`config.mk`:
```
export PLATFORM = sky130hd
export DESIGN_NAME = host_status_word
export DESIGN_NICKNAME = d
export VERILOG_FILES = /design/src/rtl/hsw_pkg.sv /design/src/rtl/hsw_level_flags.sv /design/src/rtl/hsw_read_hs.sv /design/src/rtl/hsw_err_latch.sv /design/src/rtl/host_status_word.sv
export SDC_FILE = /design/constraint.sdc
export NUM_CORES = 1
export LEC_CHECK = 0
export BUFFER_PORTS_ARGS = -buffer_cell sky130_fd_sc_hd__buf_2
export CAP_MARGIN = 20
export CORE_MARGIN = 2
export CORE_UTILIZATION = 42
export DETAILED_ROUTE_END_ITERATION = 10
export GPL_TIMING_DRIVEN = 0
export PLACE_DENSITY = 0.78
export SLEW_MARGIN = 0
export SYNTH_ARGS = -nofsm -noshare
export SYNTH_HDL_FRONTEND = slang
export SYNTH_HIERARCHICAL = 1
export SYNTH_SLANG_ARGS = --single-unit
```
`constraint.sdc`:
```
create_clock -name clk -period 1.4 [get_ports clk]
set_clock_uncertainty 0.15 [all_clocks]
set_input_delay 0.07 -clock clk [delete_from_list [all_inputs] [get_ports clk]]
set_output_delay 0.07 -clock clk [all_outputs]
set_load 0.02 [all_outputs]
```
`src/rtl/hsw_pkg.sv`:
```
package hsw_pkg;
  typedef enum logic [1:0] {
    CAT_LINK = 2'd0,
    CAT_CMD  = 2'd1,
    CAT_OPER = 2'd2,
    CAT_BIST = 2'd3
  } err_cat_e;

  localparam int unsigned NUM_CAT  = 4;
  localparam int unsigned FLAGS_W  = 8;
endpackage

```
`src/rtl/hsw_level_flags.sv`:
```
module hsw_level_flags (
  input  logic       clk,
  input  logic       rst_n,
  input  logic [1:0] mode_i,
  input  logic       init_i,
  input  logic       estop_i,
  input  logic       rxfifo_full_i,
  input  logic       task_start_i,
  input  logic       task_done_i,
  output logic [1:0] mode_o,
  output logic       init_o,
  output logic       estop_o,
  output logic       busy_o,
  output logic       prog_o
);
  logic [1:0] mode_q;
  logic       init_q, estop_q, busy_q, prog_q, prog_d, prog_en;

  always_comb begin
    prog_en = task_start_i | task_done_i;
    prog_d  = task_start_i;
  end

  always_ff @(posedge clk or negedge rst_n) begin
    if (!rst_n) begin
      mode_q  <= 2'd0;
      init_q  <= 1'b0;
      estop_q <= 1'b0;
      busy_q  <= 1'b0;
      prog_q  <= 1'b0;
    end else begin
      mode_q  <= mode_i;
      init_q  <= init_i;
      estop_q <= estop_i;
      busy_q  <= rxfifo_full_i;
      if (prog_en) prog_q <= prog_d;
    end
  end

  assign mode_o  = mode_q;
  assign init_o  = init_q;
  assign estop_o = estop_q;
  assign busy_o  = busy_q;
  assign prog_o  = prog_q;
endmodule

```
`src/rtl/hsw_read_hs.sv`:
```
module hsw_read_hs #(
  parameter int unsigned GEN_W = 2
) (
  input  logic             clk,
  input  logic             rst_n,
  input  logic             pf_req_i,
  input  logic             pf_ready_i,
  input  logic [GEN_W-1:0] pf_ready_gen_i,
  input  logic             rd_act_i,
  output logic [GEN_W-1:0] gen_o,
  output logic             avail_o,
  output logic             grant_o
);
  logic [GEN_W-1:0] gen_q, gen_d;
  logic             pend_q, pend_d, avail_q, avail_d;
  logic             accept, grant, hs_en;

  always_comb begin
    grant  = rd_act_i & avail_q;
    accept = pf_ready_i & pend_q & ~pf_req_i & (pf_ready_gen_i == gen_q);
    gen_d   = gen_q;
    pend_d  = pend_q;
    avail_d = avail_q;
    if (pf_req_i) begin
      gen_d   = gen_q + GEN_W'(1);
      pend_d  = 1'b1;
      avail_d = 1'b0;
    end else if (accept) begin
      pend_d  = 1'b0;
      avail_d = 1'b1;
    end else if (grant) begin
      avail_d = 1'b0;
    end
    hs_en = pf_req_i | accept | grant;
  end

  always_ff @(posedge clk or negedge rst_n) begin
    if (!rst_n) begin
      gen_q   <= '0;
      pend_q  <= 1'b0;
      avail_q <= 1'b0;
    end else if (hs_en) begin
      gen_q   <= gen_d;
      pend_q  <= pend_d;
      avail_q <= avail_d;
    end
  end

  assign gen_o   = gen_q;
  assign avail_o = avail_q;
  assign grant_o = grant;
endmodule

```
`src/rtl/hsw_err_latch.sv`:
```
module hsw_err_latch
  import hsw_pkg::*;
#(
  parameter int unsigned TAG_W      = 8,
  parameter int unsigned CODE_W     = 12,
  parameter int unsigned OVF_CODE   = 'h101,
  parameter int unsigned SHORT_CODE = 'h102,
  parameter int unsigned LONG_CODE  = 'h103
) (
  input  logic              clk,
  input  logic              rst_n,
  input  logic              cmd_exec_i,
  input  logic [TAG_W-1:0]  cmd_tag_i,
  input  logic              err_valid_i,
  input  err_cat_e          err_cat_i,
  input  logic [CODE_W-1:0] err_code_i,
  input  logic              err_tag_vld_i,
  input  logic [TAG_W-1:0]  err_tag_i,
  input  logic              rx_ovf_i,
  input  logic              xfer_short_i,
  input  logic              xfer_long_i,
  input  logic              clr_err_i,
  output logic [TAG_W-1:0]  tag_o,
  output logic [CODE_W-1:0] code_o,
  output logic [NUM_CAT-1:0] flags_o
);
  logic [TAG_W-1:0]   tag_q, tag_d;
  logic [CODE_W-1:0]  code_q, code_d, code_new;
  logic [NUM_CAT-1:0] flags_q, flags_d, set_v;
  logic               link_evt, new_hit, tag_en, err_en;

  always_comb begin
    link_evt = rx_ovf_i | xfer_short_i | xfer_long_i;
    new_hit  = err_valid_i | link_evt;

    set_v = '0;
    for (int c = 0; c < NUM_CAT; c++) begin
      if (err_valid_i && (int'(err_cat_i) == c)) set_v[c] = 1'b1;
    end
    if (link_evt) set_v[CAT_LINK] = 1'b1;

    if (err_valid_i)       code_new = err_code_i;
    else if (rx_ovf_i)     code_new = CODE_W'(OVF_CODE);
    else if (xfer_short_i) code_new = CODE_W'(SHORT_CODE);
    else                   code_new = CODE_W'(LONG_CODE);

    flags_d = (clr_err_i ? '0 : flags_q) | set_v;
    code_d  = new_hit ? code_new : (clr_err_i ? '0 : code_q);
    err_en  = new_hit | clr_err_i;

    if (new_hit) tag_d = (err_valid_i && err_tag_vld_i) ? err_tag_i : '0;
    else         tag_d = cmd_tag_i;
    tag_en = new_hit | cmd_exec_i;
  end

  always_ff @(posedge clk or negedge rst_n) begin
    if (!rst_n) begin
      tag_q   <= '0;
      code_q  <= '0;
      flags_q <= '0;
    end else begin
      if (tag_en) tag_q <= tag_d;
      if (err_en) begin
        code_q  <= code_d;
        flags_q <= flags_d;
      end
    end
  end

  assign tag_o   = tag_q;
  assign code_o  = code_q;
  assign flags_o = flags_q;
endmodule

```
`src/rtl/host_status_word.sv`:
```
module host_status_word
  import hsw_pkg::*;
#(
  parameter int unsigned TAG_W      = 8,
  parameter int unsigned CODE_W     = 12,
  parameter int unsigned GEN_W      = 2,
  parameter int unsigned OVF_CODE   = 'h101,
  parameter int unsigned SHORT_CODE = 'h102,
  parameter int unsigned LONG_CODE  = 'h103
) (
  input  logic                                   clk,
  input  logic                                   rst_n,
  input  logic [1:0]                             mode_i,
  input  logic                                   init_i,
  input  logic                                   estop_i,
  input  logic                                   rxfifo_full_i,
  input  logic                                   task_start_i,
  input  logic                                   task_done_i,
  input  logic                                   pf_req_i,
  input  logic                                   pf_ready_i,
  input  logic [GEN_W-1:0]                       pf_ready_gen_i,
  input  logic                                   rd_act_i,
  input  logic                                   cmd_exec_i,
  input  logic [TAG_W-1:0]                       cmd_tag_i,
  input  logic                                   err_valid_i,
  input  logic [1:0]                             err_cat_i,
  input  logic [CODE_W-1:0]                      err_code_i,
  input  logic                                   err_tag_vld_i,
  input  logic [TAG_W-1:0]                       err_tag_i,
  input  logic                                   rx_ovf_i,
  input  logic                                   xfer_short_i,
  input  logic                                   xfer_long_i,
  input  logic                                   clr_err_i,
  output logic [FLAGS_W+TAG_W+CODE_W+NUM_CAT-1:0] status_o,
  output logic [GEN_W-1:0]                       pf_gen_o,
  output logic                                   rd_grant_o
);
  logic [1:0]         mode_w;
  logic               init_w, estop_w, busy_w, prog_w, avail_w;
  logic [TAG_W-1:0]   tag_w;
  logic [CODE_W-1:0]  code_w;
  logic [NUM_CAT-1:0] flags_w;
  logic [FLAGS_W-1:0] byte_flags;

  hsw_level_flags u_lvl (
    .clk           (clk),
    .rst_n         (rst_n),
    .mode_i        (mode_i),
    .init_i        (init_i),
    .estop_i       (estop_i),
    .rxfifo_full_i (rxfifo_full_i),
    .task_start_i  (task_start_i),
    .task_done_i   (task_done_i),
    .mode_o        (mode_w),
    .init_o        (init_w),
    .estop_o       (estop_w),
    .busy_o        (busy_w),
    .prog_o        (prog_w)
  );

  hsw_read_hs #(.GEN_W(GEN_W)) u_rd (
    .clk            (clk),
    .rst_n          (rst_n),
    .pf_req_i       (pf_req_i),
    .pf_ready_i     (pf_ready_i),
    .pf_ready_gen_i (pf_ready_gen_i),
    .rd_act_i       (rd_act_i),
    .gen_o          (pf_gen_o),
    .avail_o        (avail_w),
    .grant_o        (rd_grant_o)
  );

  hsw_err_latch #(
    .TAG_W(TAG_W), .CODE_W(CODE_W),
    .OVF_CODE(OVF_CODE), .SHORT_CODE(SHORT_CODE), .LONG_CODE(LONG_CODE)
  ) u_err (
    .clk           (clk),
    .rst_n         (rst_n),
    .cmd_exec_i    (cmd_exec_i),
    .cmd_tag_i     (cmd_tag_i),
    .err_valid_i   (err_valid_i),
    .err_cat_i     (err_cat_e'(err_cat_i)),
    .err_code_i    (err_code_i),
    .err_tag_vld_i (err_tag_vld_i),
    .err_tag_i     (err_tag_i),
    .rx_ovf_i      (rx_ovf_i),
    .xfer_short_i  (xfer_short_i),
    .xfer_long_i   (xfer_long_i),
    .clr_err_i     (clr_err_i),
    .tag_o         (tag_w),
    .code_o        (code_w),
    .flags_o       (flags_w)
  );

  always_comb begin
    byte_flags = {mode_w, estop_w, 1'b0, avail_w, busy_w, prog_w, init_w};
    status_o   = {flags_w, code_w, tag_w, byte_flags};
  end
endmodule

```
==> reports/results.md <==
| Result | This run | Unit |
|:---|:---|:---|
| IO Count | 86 | - |
| Floorplan Core Area | 0.003284 | sq mm |
| Unique cell type count in the Yosys netlist | 31 | - |
| Maximum operating frequency | 737.6 | MHz |
| Top delay family on crit path | buffers and inverters | - |
| Final period utilization | 96.84 | % |
| Post-route setup slack | 0.04427 | ns |
| Die area | 0.003833 | sq mm |
| Clock Path Buffers | 2 | - |
| Antenna diode count | 0 | - |
| Via count of the first global-routing pass | 1,357 | - |
| Actual transition at the worst max-transition pin | 0.7454 | ns |
| Share of async-settable or async-resettable flops after synthesis | 100.0 | % |
| Post-synth top area share | 60.39 | % |
| Number of nets in the layout | 303 | - |
| Critical path origin | err_code_i[8] | - |
| Floorplan row count | 21 | - |
| H-tree Lvls | 2 | - |
| Detailed-route wire length | 4.193 | mm |
| Total number of yosys warnings | 6 | - |
| Proportion of layout cells with a drive suffix above 1 | 42.29 | % |
| Synth Instances | 115 | - |
| Share of the core filled with cells in the final layout | 73.52 | % |
| Kind of start point of the critical path | primary input | - |
| Required time of the worst setup path | 1.45 | ns |
| Number of clock buffers inserted by TritonCTS | 5 | - |
| Endpoints failing hold | 12 | - |
| Layout overhead on the synthesized area | 71.40 | % |
| Die outline width | 61.92 | um |
| Outcome | finished, violations left | - |
| Die height | 61.92 | um |
| Number of flops mapped to enable cells by yosys | 0 | - |
| Primary FF master, synth | sky130_fd_sc_hd__dfrtp_1 | - |
| Leading area contributor after synthesis | sky130_fd_sc_hd__dfrtp_1 | - |
| Post-synthesis net count | 166 | - |
| Hold Worst Slack | -0.1469 | ns |
| Slew Limit Headroom | 50.31 | % |
| Most instantiated library cell after synthesis | sky130_fd_sc_hd__dfrtp_1 | - |
| Initial antenna violation count | 0 | - |
| Mean number of vias per cell | 4.766 | - |
| Endpoint class of the critical path | register | - |
| Leak pwr | 1.242 | nW |
| DRC marker count from the first detailed-route iteration | 55 | - |
| Wire per inst | 14.02 | um |
| Count of port buffers added during placement | 83 | - |
| Antenna Violating Nets Remaining | 0 | - |
| Kind of path behind the tightest hold check | in2reg | - |
| Max-slew violations | 0 | - |
| Detailed Routing Iterations Pass 1 | 4 | - |
| Count of hold buffers inserted by post-cts repair | 45 | - |
| Source-to-sink clock delay at the later pin of the worst-skew pair | 0.33 | ns |
| Largest stage delay on the critical path | 0.56 | ns |
| Class of the most critical setup path | in2reg | - |
| Placer's final routability congestion estimate | 0.7083 | - |
| Number of instances in the placed design | 244 | - |
| Power density relative to cell area | 975.3 | mW/mm^2 |
| Sink Count | 34 | - |
| Synthesized area divided by synthesized cell count | 12.25 | sq um |
| Largest fanout on the critical path | 1 | - |
| Cell area after technology mapping | 0.001409 | sq mm |
| Detailed-placement wirelength estimate | 2.399 | mm |
| Post-route DRC violation count | 0 | - |
| Buf+Inv Stages, Crit Path | 3 | - |
| Non-filler cells in the finished layout | 299 | - |
| Via count of the routed design | 1,425 | - |
| Final setup fails | 0 | - |
| Clock-pin slew on the worst setup and hold paths | 0.10 | ns |
| Global-route wire length before repair | 5.996 | mm |
| Max_cap viols | 0 | - |
| Reg-to-reg startpoint | u_rd/gen_o[0]$_DFFE_PN0P_ | - |
| Aggregate global routing overflow | 0 | - |
| Pin count of the biggest net entering global routing | 35 | - |
| Part of the Yosys area used for sequential elements | 60.39 | % |
| Highest ir drop seen on vdd | 608.5 | uV |
| TritonCTS clock tree | done | - |
| Most area-consuming cells after synthesis | sky130_fd_sc_hd__dfrtp_1, sky130_fd_sc_hd__a22o_1, sky130_fd_sc_hd__a2bb2oi_1 | - |
| Register bit count reported by yosys | 34 | - |
| Worst Path Arrival | 1.41 | ns |
| Clock root buffer | sky130_fd_sc_hd__clkbuf_4 | - |
| Total Routing Usage GR | 22.29 | % |
| Hold Crit Start | rx_ovf_i | - |
| Failing checks | hold timing | - |
| Most Frequent Cell on Critical Path | sky130_fd_sc_hd__dlygate4sd3_1 | - |
| Slowest stage cell on the critical path | sky130_fd_sc_hd__dlygate4sd3_1 | - |
| Effective utilization at floorplan | 42.90 | % |
| Setup WS pre-CTS | -0.05419 | ns |
| List of most frequent post-synthesis cells | sky130_fd_sc_hd__dfrtp_1, sky130_fd_sc_hd__nand2_1, sky130_fd_sc_hd__a22o_1 | - |
| Crit path time final | 1.356 | ns |
| Cells traversed along the worst timing path | dlygate4sd3_1, buf_2, nor2b_1, dlygate4sd3_1, a21oi_1 | - |
## cell usage in the layout, fill, tap and decap left out, types with 2 or more instances in the layout
cell type                       synthesis  layout
sky130_fd_sc_hd__a21oi_1                3       3
sky130_fd_sc_hd__a22o_1                 9       9
sky130_fd_sc_hd__a2bb2oi_1              8       8
sky130_fd_sc_hd__and2_1                 2       2
sky130_fd_sc_hd__buf_2                  0      83
sky130_fd_sc_hd__buf_4                  6       8
sky130_fd_sc_hd__clkbuf_4               0       5
sky130_fd_sc_hd__dfrtp_1               34      33
sky130_fd_sc_hd__dlygate4sd3_1          0      44
sky130_fd_sc_hd__inv_1                  5       5
sky130_fd_sc_hd__nand2_1               12      12
sky130_fd_sc_hd__nor2_1                 3       3
sky130_fd_sc_hd__o21ai_0                6       6
sky130_fd_sc_hd__o21ai_1                3       3
sky130_fd_sc_hd__o2bb2ai_1              3       3
sky130_fd_sc_hd__xor2_1                 3       3
## area by class of cell
class | count | area [sq um]
Clock inverter | 2 | 12.51
Multi-Input combinational cell | 67 | 475.5
Clock buffer | 6 | 51.30
Inverter | 5 | 18.77
Timing Repair Buffer | 130 | 883.3
Sequential cell | 34 | 852.1
Fill cell | 214 | 869.6
Buffer | 9 | 63.81
Tap cell | 46 | 57.56
## where the power goes
group	total [mW]	switching [mW]	internal (mW)	leakage, nW
clock	0.566	0.324	0.241	0.0343
combinational	0.637	0.312	0.325	0.789
sequential	1.15	0.0736	1.08	0.419
total	2.36	0.710	1.65	1.24
## kinds of logic after synthesis
logic type | count (synthesis) | share of synthesized area (%)
other | 1 | 0.2662
and+or+nand+nor | 25 | 11.28
buffers and inverters | 14 | 5.861
AOI/OAI and AO/OA | 37 | 19.72
xor gates and xnor gates | 4 | 2.487
DFF | 34 | 60.39
## sequential cells by signal (all words and copies together) (netlist names)
name / cells
u_err/code_o: 12
u_err/flags_o: 4
u_err/tag_o: 8
u_lvl/busy_o: 1
u_lvl/estop_o: 1
u_lvl/init_o: 1
u_lvl/mode_o: 2
u_lvl/prog_o: 1
u_rd/avail_o: 1
u_rd/gen_o: 2
u_rd/pend_q: 1
## routing by layer
metal | global-route usage [%] | vias up | part of all wire [%]
met5 | 0 | - | 0
met3 | 6.625 | 11 | 6.0
li1 | - | 676 | -
met2 | 39.25 | 65 | 52
met1 | 24.53 | 673 | 39
met4 | 10.64 | 0 | 2.8
## worst paths after layout
| kind | cells after the start | slack [ns] | to |
|---|---|---|---|
| max | 5 | 0.04 | u_err/code_o[8]$_DFFE_PN0P_ |
| max in group asynchronous | 2 | 0.41 | u_rd/gen_o[0]$_DFFE_PN0P_ |
| min in group asynchronous | 2 | 0.18 | u_lvl/estop_o$_DFF_PN0_ |
| min reg2reg | 2 | 0.35 | u_err/flags_o[0]$_DFFE_PN0P_ |
| max reg2reg | 3 | 0.06 | u_rd/avail_o$_DFFE_PN0P_ |
| min | 2 | -0.15 | u_err/code_o[1]$_DFFE_PN0P_ |
## through the flow
step | area [sq um] | TNS (ns) | total power [mW]
4_1_cts | 2396 | 0 | 2.331
5_1_grt | 2415 | -0.006145 | 2.498
3_3_place_gp | 1882 | -0.3905 | 1.658
3_5_place_dp | 1882 | -0.3404 | 1.668
6_report | 2415 | 0 | 2.355
2_1_floorplan | 1409 | 0 | 1.451
## timing repair
item	4_1_cts	5_1_grt
resized for setup	0	2
setup endpoints to repair	0	2
setup buffers	0	2
endpoints found under the hold margin	68	8
No activity file was read; power rests on OpenSTA's default activity.
